[config.mk]
export PLATFORM = sky130hd
export DESIGN_NAME = sar_phase_sequencer
export DESIGN_NICKNAME = d
export VERILOG_FILES = /design/src/rtl/sar_seq_pkg.sv /design/src/rtl/sar_seq_rst_sync.sv /design/src/rtl/sar_seq_req_sync.sv /design/src/rtl/sar_seq_pacer.sv /design/src/rtl/sar_phase_sequencer.sv
export SDC_FILE = /design/constraint.sdc
export NUM_CORES = 1
export LEC_CHECK = 0
export BUFFER_PORTS_ARGS = -buffer_cell sky130_fd_sc_hd__buf_2
export CORE_UTILIZATION = 35
export CTS_CLUSTER_SIZE = 28
export DETAILED_ROUTE_END_ITERATION = 10
export PLACE_DENSITY_LB_ADDON = 0.08
export SETUP_SLACK_MARGIN = 0.4
export SKIP_CTS_REPAIR_TIMING = 1
export SLEW_MARGIN = 20
export SYNTH_ARGS = -nofsm -noshare
export SYNTH_HDL_FRONTEND = slang
export SYNTH_SLANG_ARGS = --single-unit
[constraint.sdc]
create_clock -name clk_i -period 3 [get_ports clk_i]
set_input_delay 0.3 -clock clk_i [delete_from_list [all_inputs] [get_ports clk_i]]
set_output_delay 0.3 -clock clk_i [all_outputs]
set_load 0.02 [all_outputs]
[src/rtl/sar_seq_pkg.sv]
package sar_seq_pkg;

  typedef enum logic [2:0] {
    PH_CAL    = 3'd0,
    PH_FINE   = 3'd1,
    PH_CONV   = 3'd2,
    PH_COARSE = 3'd3,
    PH_SLEEP  = 3'd4
  } phase_e;

  function automatic int max3(input int a, input int b, input int c);
    int m;
    m = (a > b) ? a : b;
    return (m > c) ? m : c;
  endfunction

endpackage

[src/rtl/sar_seq_rst_sync.sv]
module sar_seq_rst_sync #(
  parameter int STAGES = 2
) (
  input  logic clk_i,
  input  logic rst_ni,
  output logic rst_no
);
  logic [STAGES-1:0] chain_q;

  always_ff @(posedge clk_i or negedge rst_ni) begin
    if (!rst_ni) begin
      chain_q <= '0;
    end else begin
      chain_q <= {chain_q[STAGES-2:0], 1'b1};
    end
  end

  assign rst_no = chain_q[STAGES-1];
endmodule

[src/rtl/sar_seq_req_sync.sv]
module sar_seq_req_sync #(
  parameter int STAGES = 2
) (
  input  logic clk_i,
  input  logic rst_ni,
  input  logic req_ni,
  output logic level_o,
  output logic fall_o
);
  logic [STAGES-1:0] sync_q;
  logic              prev_q;

  always_ff @(posedge clk_i or negedge rst_ni) begin
    if (!rst_ni) begin
      sync_q <= '1;
      prev_q <= 1'b1;
    end else begin
      sync_q <= {sync_q[STAGES-2:0], req_ni};
      prev_q <= sync_q[STAGES-1];
    end
  end

  assign level_o = sync_q[STAGES-1];
  assign fall_o  = prev_q & ~sync_q[STAGES-1];
endmodule

[src/rtl/sar_seq_pacer.sv]
module sar_seq_pacer #(
  parameter int PERIOD = 80
) (
  input  logic clk_i,
  input  logic rst_ni,
  input  logic restart_i,
  output logic due_o
);
  localparam int W = $clog2(PERIOD + 1);

  logic [W-1:0] pace_q;
  logic [W-1:0] pace_d;
  logic         sat;

  assign sat = (pace_q == W'(PERIOD));

  always_comb begin
    pace_d = pace_q;
    if (restart_i) begin
      pace_d = W'(1);
    end else if (!sat) begin
      pace_d = pace_q + 1'b1;
    end
  end

  always_ff @(posedge clk_i or negedge rst_ni) begin
    if (!rst_ni) begin
      pace_q <= W'(PERIOD);
    end else begin
      pace_q <= pace_d;
    end
  end

  assign due_o = sat;
endmodule

[src/rtl/sar_phase_sequencer.sv]
module sar_phase_sequencer
  import sar_seq_pkg::*;
#(
  parameter int CAL_CYCLES    = 1024,
  parameter int CONV_CYCLES   = 66,
  parameter int COARSE_CYCLES = 6,
  parameter int RUN_PERIOD    = 80,
  parameter int SYNC_STAGES   = 2
) (
  input  logic       clk_i,
  input  logic       rst_ni,
  input  logic       sleep_ni,
  input  logic       sample_ni,
  input  logic [1:0] mode_i,
  output logic       cal_busy_o,
  output logic       conv_busy_o,
  output logic       coarse_o,
  output logic       fine_o,
  output logic       done_o,
  output logic       run_tick_o
);
  localparam int CNT_MAX = (max3(CAL_CYCLES, CONV_CYCLES, COARSE_CYCLES) < 2) ? 2 :
                           max3(CAL_CYCLES, CONV_CYCLES, COARSE_CYCLES);
  localparam int CNT_W   = $clog2(CNT_MAX);

  logic rst_sync_n;
  logic req_level, req_fall;
  logic pace_due;

  phase_e            state_q, state_d;
  logic [CNT_W-1:0]  cnt_q, cnt_d;
  logic              armed_q, armed_d;

  logic cal_last, conv_last, coarse_last, in_track;
  logic self_paced, hold_req, pace_req, start;
  logic cnt_en;

  sar_seq_rst_sync #(.STAGES(2)) u_rst_sync (
    .clk_i  (clk_i),
    .rst_ni (rst_ni),
    .rst_no (rst_sync_n)
  );

  sar_seq_req_sync #(.STAGES(SYNC_STAGES)) u_req_sync (
    .clk_i   (clk_i),
    .rst_ni  (rst_sync_n),
    .req_ni  (sample_ni),
    .level_o (req_level),
    .fall_o  (req_fall)
  );

  sar_seq_pacer #(.PERIOD(RUN_PERIOD)) u_pacer (
    .clk_i     (clk_i),
    .rst_ni    (rst_sync_n),
    .restart_i (start),
    .due_o     (pace_due)
  );

  // window end flags
  assign cal_last    = (state_q == PH_CAL)    && (cnt_q == CNT_W'(CAL_CYCLES - 1));
  assign conv_last   = (state_q == PH_CONV)   && (cnt_q == CNT_W'(CONV_CYCLES - 1));
  assign coarse_last = (state_q == PH_COARSE) && (cnt_q == CNT_W'(COARSE_CYCLES - 1));
  assign in_track    = (state_q == PH_COARSE) || (state_q == PH_FINE);

  // start qualification
  assign self_paced  = (mode_i == 2'b00);
  assign hold_req    = ~self_paced & (req_fall | (armed_q & ~req_level));
  assign pace_req    = self_paced & pace_due;
  assign start       = in_track & sleep_ni & (hold_req | pace_req);

  // next phase
  always_comb begin
    state_d = state_q;
    unique case (state_q)
      PH_CAL: begin
        if (cal_last) state_d = PH_FINE;
      end
      PH_CONV: begin
        if (conv_last) state_d = PH_COARSE;
      end
      PH_COARSE: begin
        if (!sleep_ni)        state_d = PH_SLEEP;
        else if (start)       state_d = PH_CONV;
        else if (coarse_last) state_d = PH_FINE;
      end
      PH_FINE: begin
        if (!sleep_ni)   state_d = PH_SLEEP;
        else if (start)  state_d = PH_CONV;
      end
      PH_SLEEP: begin
        if (sleep_ni) state_d = PH_FINE;
      end
      default: state_d = PH_CAL;
    endcase
  end

  // shared window counter
  assign cnt_en = (state_q == PH_CAL) || (state_q == PH_CONV) || (state_q == PH_COARSE);

  always_comb begin
    cnt_d = cnt_q;
    if (state_d != state_q) begin
      cnt_d = '0;
    end else if (cnt_en) begin
      cnt_d = cnt_q + 1'b1;
    end
  end

  // retrigger arming: request still low at end of conversion
  always_comb begin
    armed_d = armed_q;
    if (req_level)      armed_d = 1'b0;
    else if (conv_last) armed_d = 1'b1;
    else if (start)     armed_d = 1'b0;
  end

  always_ff @(posedge clk_i or negedge rst_sync_n) begin
    if (!rst_sync_n) begin
      state_q <= PH_CAL;
      cnt_q   <= '0;
      armed_q <= 1'b0;
    end else begin
      state_q <= state_d;
      cnt_q   <= cnt_d;
      armed_q <= armed_d;
    end
  end

  assign cal_busy_o  = (state_q == PH_CAL);
  assign conv_busy_o = (state_q == PH_CONV);
  assign coarse_o    = (state_q == PH_COARSE);
  assign fine_o      = (state_q == PH_FINE);
  assign done_o      = conv_last;
  assign run_tick_o  = start & self_paced;
endmodule

# --- Word-level counts from Yosys, hierarchy flattened ---
# Cells that the tools add are included.
# Widths: inputs -> output; s select.
totals:
  reg_bits: 26
  latchBits: 0
  mem_bits_rw: 0
  mem_bits_ro: 0
  output_inout_bits: 6
  wordCells: 56
  memories: 0
op_classes:
  add_sub_neg: 2
  multipliers: 0
  div_mod_pow: 0
  n_lt_le_gt_ge: 0
  eq_ne: 10
  shift: 0
  mux: 16
  n_bitwise: 11
  reduce_logical: 10
op_table:
  columns: ["op", "count"]
  rows:
  - ["$mux 3", 8]
  - ["$mux 10", 2]
  - ["$pmux 3 s5", 1]
  - ["$mux 7", 2]
  - ["$add 10x1->10 const B", 1]
  - ["$eq 10x10->1 const B", 1]
  - ["$eq 10x3->1 const B", 1]
  - ["$eq 10x7->1 const B", 1]
  - ["$add 7x1->7 const B", 1]
  - ["$and 1x1->1", 7]
  - ["$eq 7x7->1 const B", 1]
  - ["$eq 3x2->1 const B", 2]
  - ["$eq 3x1->1 const B", 1]
  - ["$eq 3x3->1 const B", 1]
  - ["$logic_and 1x1->1", 3]
  - ["$logic_not 3->1", 1]
  - ["$logic_or 1x1->1", 3]
  - ["$mux 1", 3]
  - ["$ne 3x3->1", 1]
  - ["$reduce_bool 3->1", 1]
  - ["$logic_not 2->1", 1]
  - ["$ne 2x1->1 const B", 1]
  - ["$not 1->1", 2]
  - ["$or 1x1->1", 2]
  - ["$reduce_bool 2->1", 1]

# --- Depth between registers and ports, before layout ---
depth:
  ltp_word: 11
  ltp_mapped: 9
  ltp_nobuf: 8

# --- By module ---
# From an unflattened synthesis, not the netlist that was laid out.
hier_totals:
  hier_cells: 143
  area_unflattened_um2: 1453.9
by_module_without_submodules:
  columns: ["module", "n_inst", "cells_per_inst", "area_per_inst_um2", "seq_area_each_um2"]
  rows:
  - ["sar_phase_sequencer", 1, 98, 933.4, 350.3]
  - ["sar_seq_pacer", 1, 38, 374.1, 177.7]
  - ["sar_seq_req_sync", 1, 4, 92.6, 78.8]
  - ["sar_seq_rst_sync", 1, 3, 53.8, 50.0]

# --- Least setup slack after synthesis ---
# OpenSTA, ideal clock, no wires.
synth_timing:
  path_type: "reg-to-output"
  startpoint: "reg u_pacer.pace_q[6]"
  endpoint: "out run_tick_o"
  arrival_ns: 1.965
  setup_slack_ns: 0.735
  path_stages_with_launch: 5
  n_path_buf: 1
  path_cell_list: "dfstp_2 > nor4b_1 > and3_1 > clkbuf_1 > nor4b_1"
synth_between:
  elab_chain_cells: 5
synth_lines:
  columns: ["element", "line_no", "text"]
  rows:
  - ["from (decl)", "sar_seq_pacer.sv:11", "logic [W-1:0] pace_q;"]
  - ["from (signal assigned)", "sar_seq_pacer.sv:28", "pace_q <= W'(PERIOD);"]
  - ["from (signal assigned)", "sar_seq_pacer.sv:30", "pace_q <= pace_d;"]
  - ["$eq 7x7->1", "sar_seq_pacer.sv:15", "assign sat = (pace_q == W'(PERIOD));"]
  - ["$and 1x1->1", "sar_phase_sequencer.sv:68", "assign pace_req = self_paced & pace_due;"]
  - ["$or 1x1->1", "sar_phase_sequencer.sv:69", "assign start = in_track & sleep_ni & (hold_req | pace_req);"]
  - ["$and 1x1->1", "sar_phase_sequencer.sv:69", null]
  - ["$and 1x1->1", "sar_phase_sequencer.sv:134", "assign run_tick_o = start & self_paced;"]
  - ["to (decl)", "sar_phase_sequencer.sv:20", "output logic run_tick_o"]
# No other way between the ends.

# --- Worst setup path in the final report ---
# Same ends and word-level chain as after synthesis.

==> results.cfg <==
[timing]
maxSlewHeadroom = 0.380
post-route-period-util = 0.802
setup_ws_ns = 0.594
tns_ns = 0
drv_slew = 0
max_freq_ghz = 0.416
skew_ns = 0.00163
rsz0062_at_grt = no
min_period_ns = 2.41
setup_violations = 0
hold_viol_final = 0
worstMarginPinSlew_ns = 0.930

[placement]
gp_congestion = 0.759
detailed_place_hpwl_mm = 1.87
dp.cells = 192
io_buffer_count = 11
post-place-ws_ns = 0.793

[critical_path]
startpoint_type = flop
ff2ff_path_depth = 7
path_max_fanout = 4
path_common_cell = nor4b_1
worstReg2RegEnd = cnt_q[1]$_DFFE_PN0P_
cp_slowest_cell = dfstp_2
crit_chain = nor4b_1 -> and3_1 -> nor4b_1 -> buf_2
path_class = flop to output pin
cp.arrival_ns = 2.11
cp-end-kind = output pin
regToRegSetupSlack_ns = 0.78
max_stage_delay_ns = 0.54
required_ns = 2.70
rr_startpoint = cnt_q[0]$_DFFE_PN0P_

[final_layout]
antenna_cells = 0
layout-drive-gt1-share = 0.154
final_cells = 197
nNetsFinal = 160
fin_util = 0.412
area_growth_pct = 11.9

[global_route]
use_met2 = 0.234
grt_most_used_layer = met2
grt_max_degree = 25
grt_usage = 0.147
grt_pass1_wl_mm = 4.65
grt_pass1_vias = 1049
antenna_found_initial = 0
use_met3 = 0.0286
grt-ovfl-total = 0
grt_use_met1 = 0.186

[yosys]
synthesis.nets = 148
synth_xor_xnor_area_share = 0.0966
synth_adder_area_share = 0.0368
synthFlopType = dfrtp_1
synth_top_cells_by_count = 23 x nor2_1, 21 x dfrtp_1, 11 x xnor2_1
synth_compound_area_frac = 0.0754
synth-seq-cells = 26
muxShareOfSynthArea = 0.00736
async_flop_share = 1.00
synth_edf_count = 0
yosys.area_share.simple = 0.253
yosysWarnings = 0
syn-cell-area_sq_um = 1360
synthDistinctLibCells = 41
synth.largest_area_cell = dfrtp_1
postSynthCellCount = 138
synth.most_common_cell = nor2_1
syn_avg_cell_area_sq_um = 9.86
ys_top_cells_by_area = dfrtp_1 39%, dfstp_2 9.7%, xnor2_1 7.1%, nor2_1 6.3%, ha_1 3.7%
synth_top_family_by_area = simple AND/OR/NAND/NOR gates
yosysSeqAreaShare = 0.483
synth_top_area_frac = 0.386

[power_and_ir_drop]
swShare = 0.327
pwr-share-clk = 0.242
p_switching_uw = 391
power_density_nw_per_um2 = 786
combPwrFrac = 0.267
intPower_uw = 805
p_leak_uw = 0.000697
ir_worst_vdd_uv = 292
seq_power_share = 0.491

[flow_run]
cap_violations = 0

[drt]
viasPerCell = 4.96
antenna_left = 0
num_vias = 977
routedWlPerCell_um = 12.8
drtIter0Drc = 44
firstDrtPassIters = 4
drt_wl_total_mm = 2.53
drc = 0

[die]
io_pins = 12
dieArea_sq_um = 4140
coreArea_sq_um = 3690
die_h_um = 64.3
rows = 22
die_x_um = 64.3
start_util = 0.369

[clock_network]
cts.path.max_buffers = 2
clock_latency_ns = 0.27
cts_buffers = 3
clkTransAtPathRegs_ns = 0.09
cts.sinks = 26
tritoncts = built
root_buffer = clkbuf_8
cts-htree-levels = 1

[hold_path]
whs_path_depth = 1
hold-path-endpoint = u_req_sync.sync_q[0]$_DFF_PN1_
min_from = sample_ni
min_path_type = input pin to flop

[status]
status = finished, final reports clean
[critical path: cells and delay by family (launching register included)]
kind / cells / cell delay [ns]
flip-flops: 1 / 0.54
buffers and inverters: 1 / 0.22
AND/OR/NAND/NOR: 3 / 1.06
[power groups by stage]
stage	clock network (uW)	logic [uW]	registers, uW
after floorplan	0	278	558
after global placement	0	317	590
after detailed placement	0	320	592
after CTS	300	324	586
after global routing	312	371	610
final	289	320	587
[final cells by class]
class,instances,area (sq um)
Fill cell,377,2170
Sequential cell,26,657
Multi-Input combinational cell,100,642
Timing Repair Buffer,12,65.1
Tap cell,48,60.1
Clock buffer,3,41.3
Clock inverter,1,30.0
Inverter,7,26.3
[placed cells by master (no fill, tap or decap), types with 2 or more instances in the layout]
cell type	netlist	layout
dfrtp_1	21	21
nor3b_1	2	2
ha_1	4	4
dfstp_2	5	5
inv_1	6	6
nor4_1	3	3
nor2_1	23	23
xor2_1	4	4
buf_2	0	11
nor2b_1	2	2
nor4b_1	2	2
clkbuf_8	0	3
and3_1	3	3
nand2_1	7	7
xnor2_1	11	11
a21oi_1	2	2
nand3_1	7	7
o21ai_0	3	3
nor3_1	7	7
[flip-flops by register name, summed over array words and instances (netlist names)]
signal              flops
u_rst_sync.chain_q      2
armed_q                 1
u_pacer.pace_q          7
u_req_sync.sync_q       2
state_q                 3
u_req_sync.prev_q       1
cnt_q                  10
[stage by stage]
stage | area [sq um] | hold slack (ns) | power (uW)
global placement | 1440 | 0.0863 | 907
CTS | 1510 | -0.217 | 1210
floorplan | 1360 | 0.00441 | 836
finish | 1520 | 0.118 | 1200
global route | 1520 | 0.104 | 1290
detailed placement | 1440 | 0.0889 | 912
[cells by family (layout without fill, tap and decap cells)]
kind of cell,after synthesis,count (layout)
flip-flops,26,26
XOR/XNOR,15,15
buffers and inverters,12,23
other,1,1
AND/OR/NAND/NOR,66,66
AO/OA/AOI/OAI,13,13
multiplexers,1,1
adder cells (fa/ha/maj),4,4
[worst max path at each step]
| stage | start | endpoint | slack, ns | cells past startpoint |
|---|---|---|---|---|
| finish | u_pacer.pace_q[6]$_DFFE_PN1P_ | run_tick_o | 0.59 | 4 |
| global placement | cnt_q[0]$_DFFE_PN0P_ | cnt_q[1]$_DFFE_PN0P_ | 0.85 | 7 |
| CTS | u_pacer.pace_q[6]$_DFFE_PN1P_ | run_tick_o | 0.58 | 4 |
| floorplan | u_pacer.pace_q[6]$_DFFE_PN1P_ | run_tick_o | 0.74 | 4 |
| global route | u_pacer.pace_q[6]$_DFFE_PN1P_ | run_tick_o | 0.49 | 4 |
| detailed placement | cnt_q[0]$_DFFE_PN0P_ | cnt_q[1]$_DFFE_PN0P_ | 0.79 | 7 |
[layer usage]
layer,routed length [um],up-vias
li1,-,490
met1,1230,469
met2,1180,13
met3,73,5
met4,49,0
met5,0,-
No activity file was read; power rests on OpenSTA's default activity.
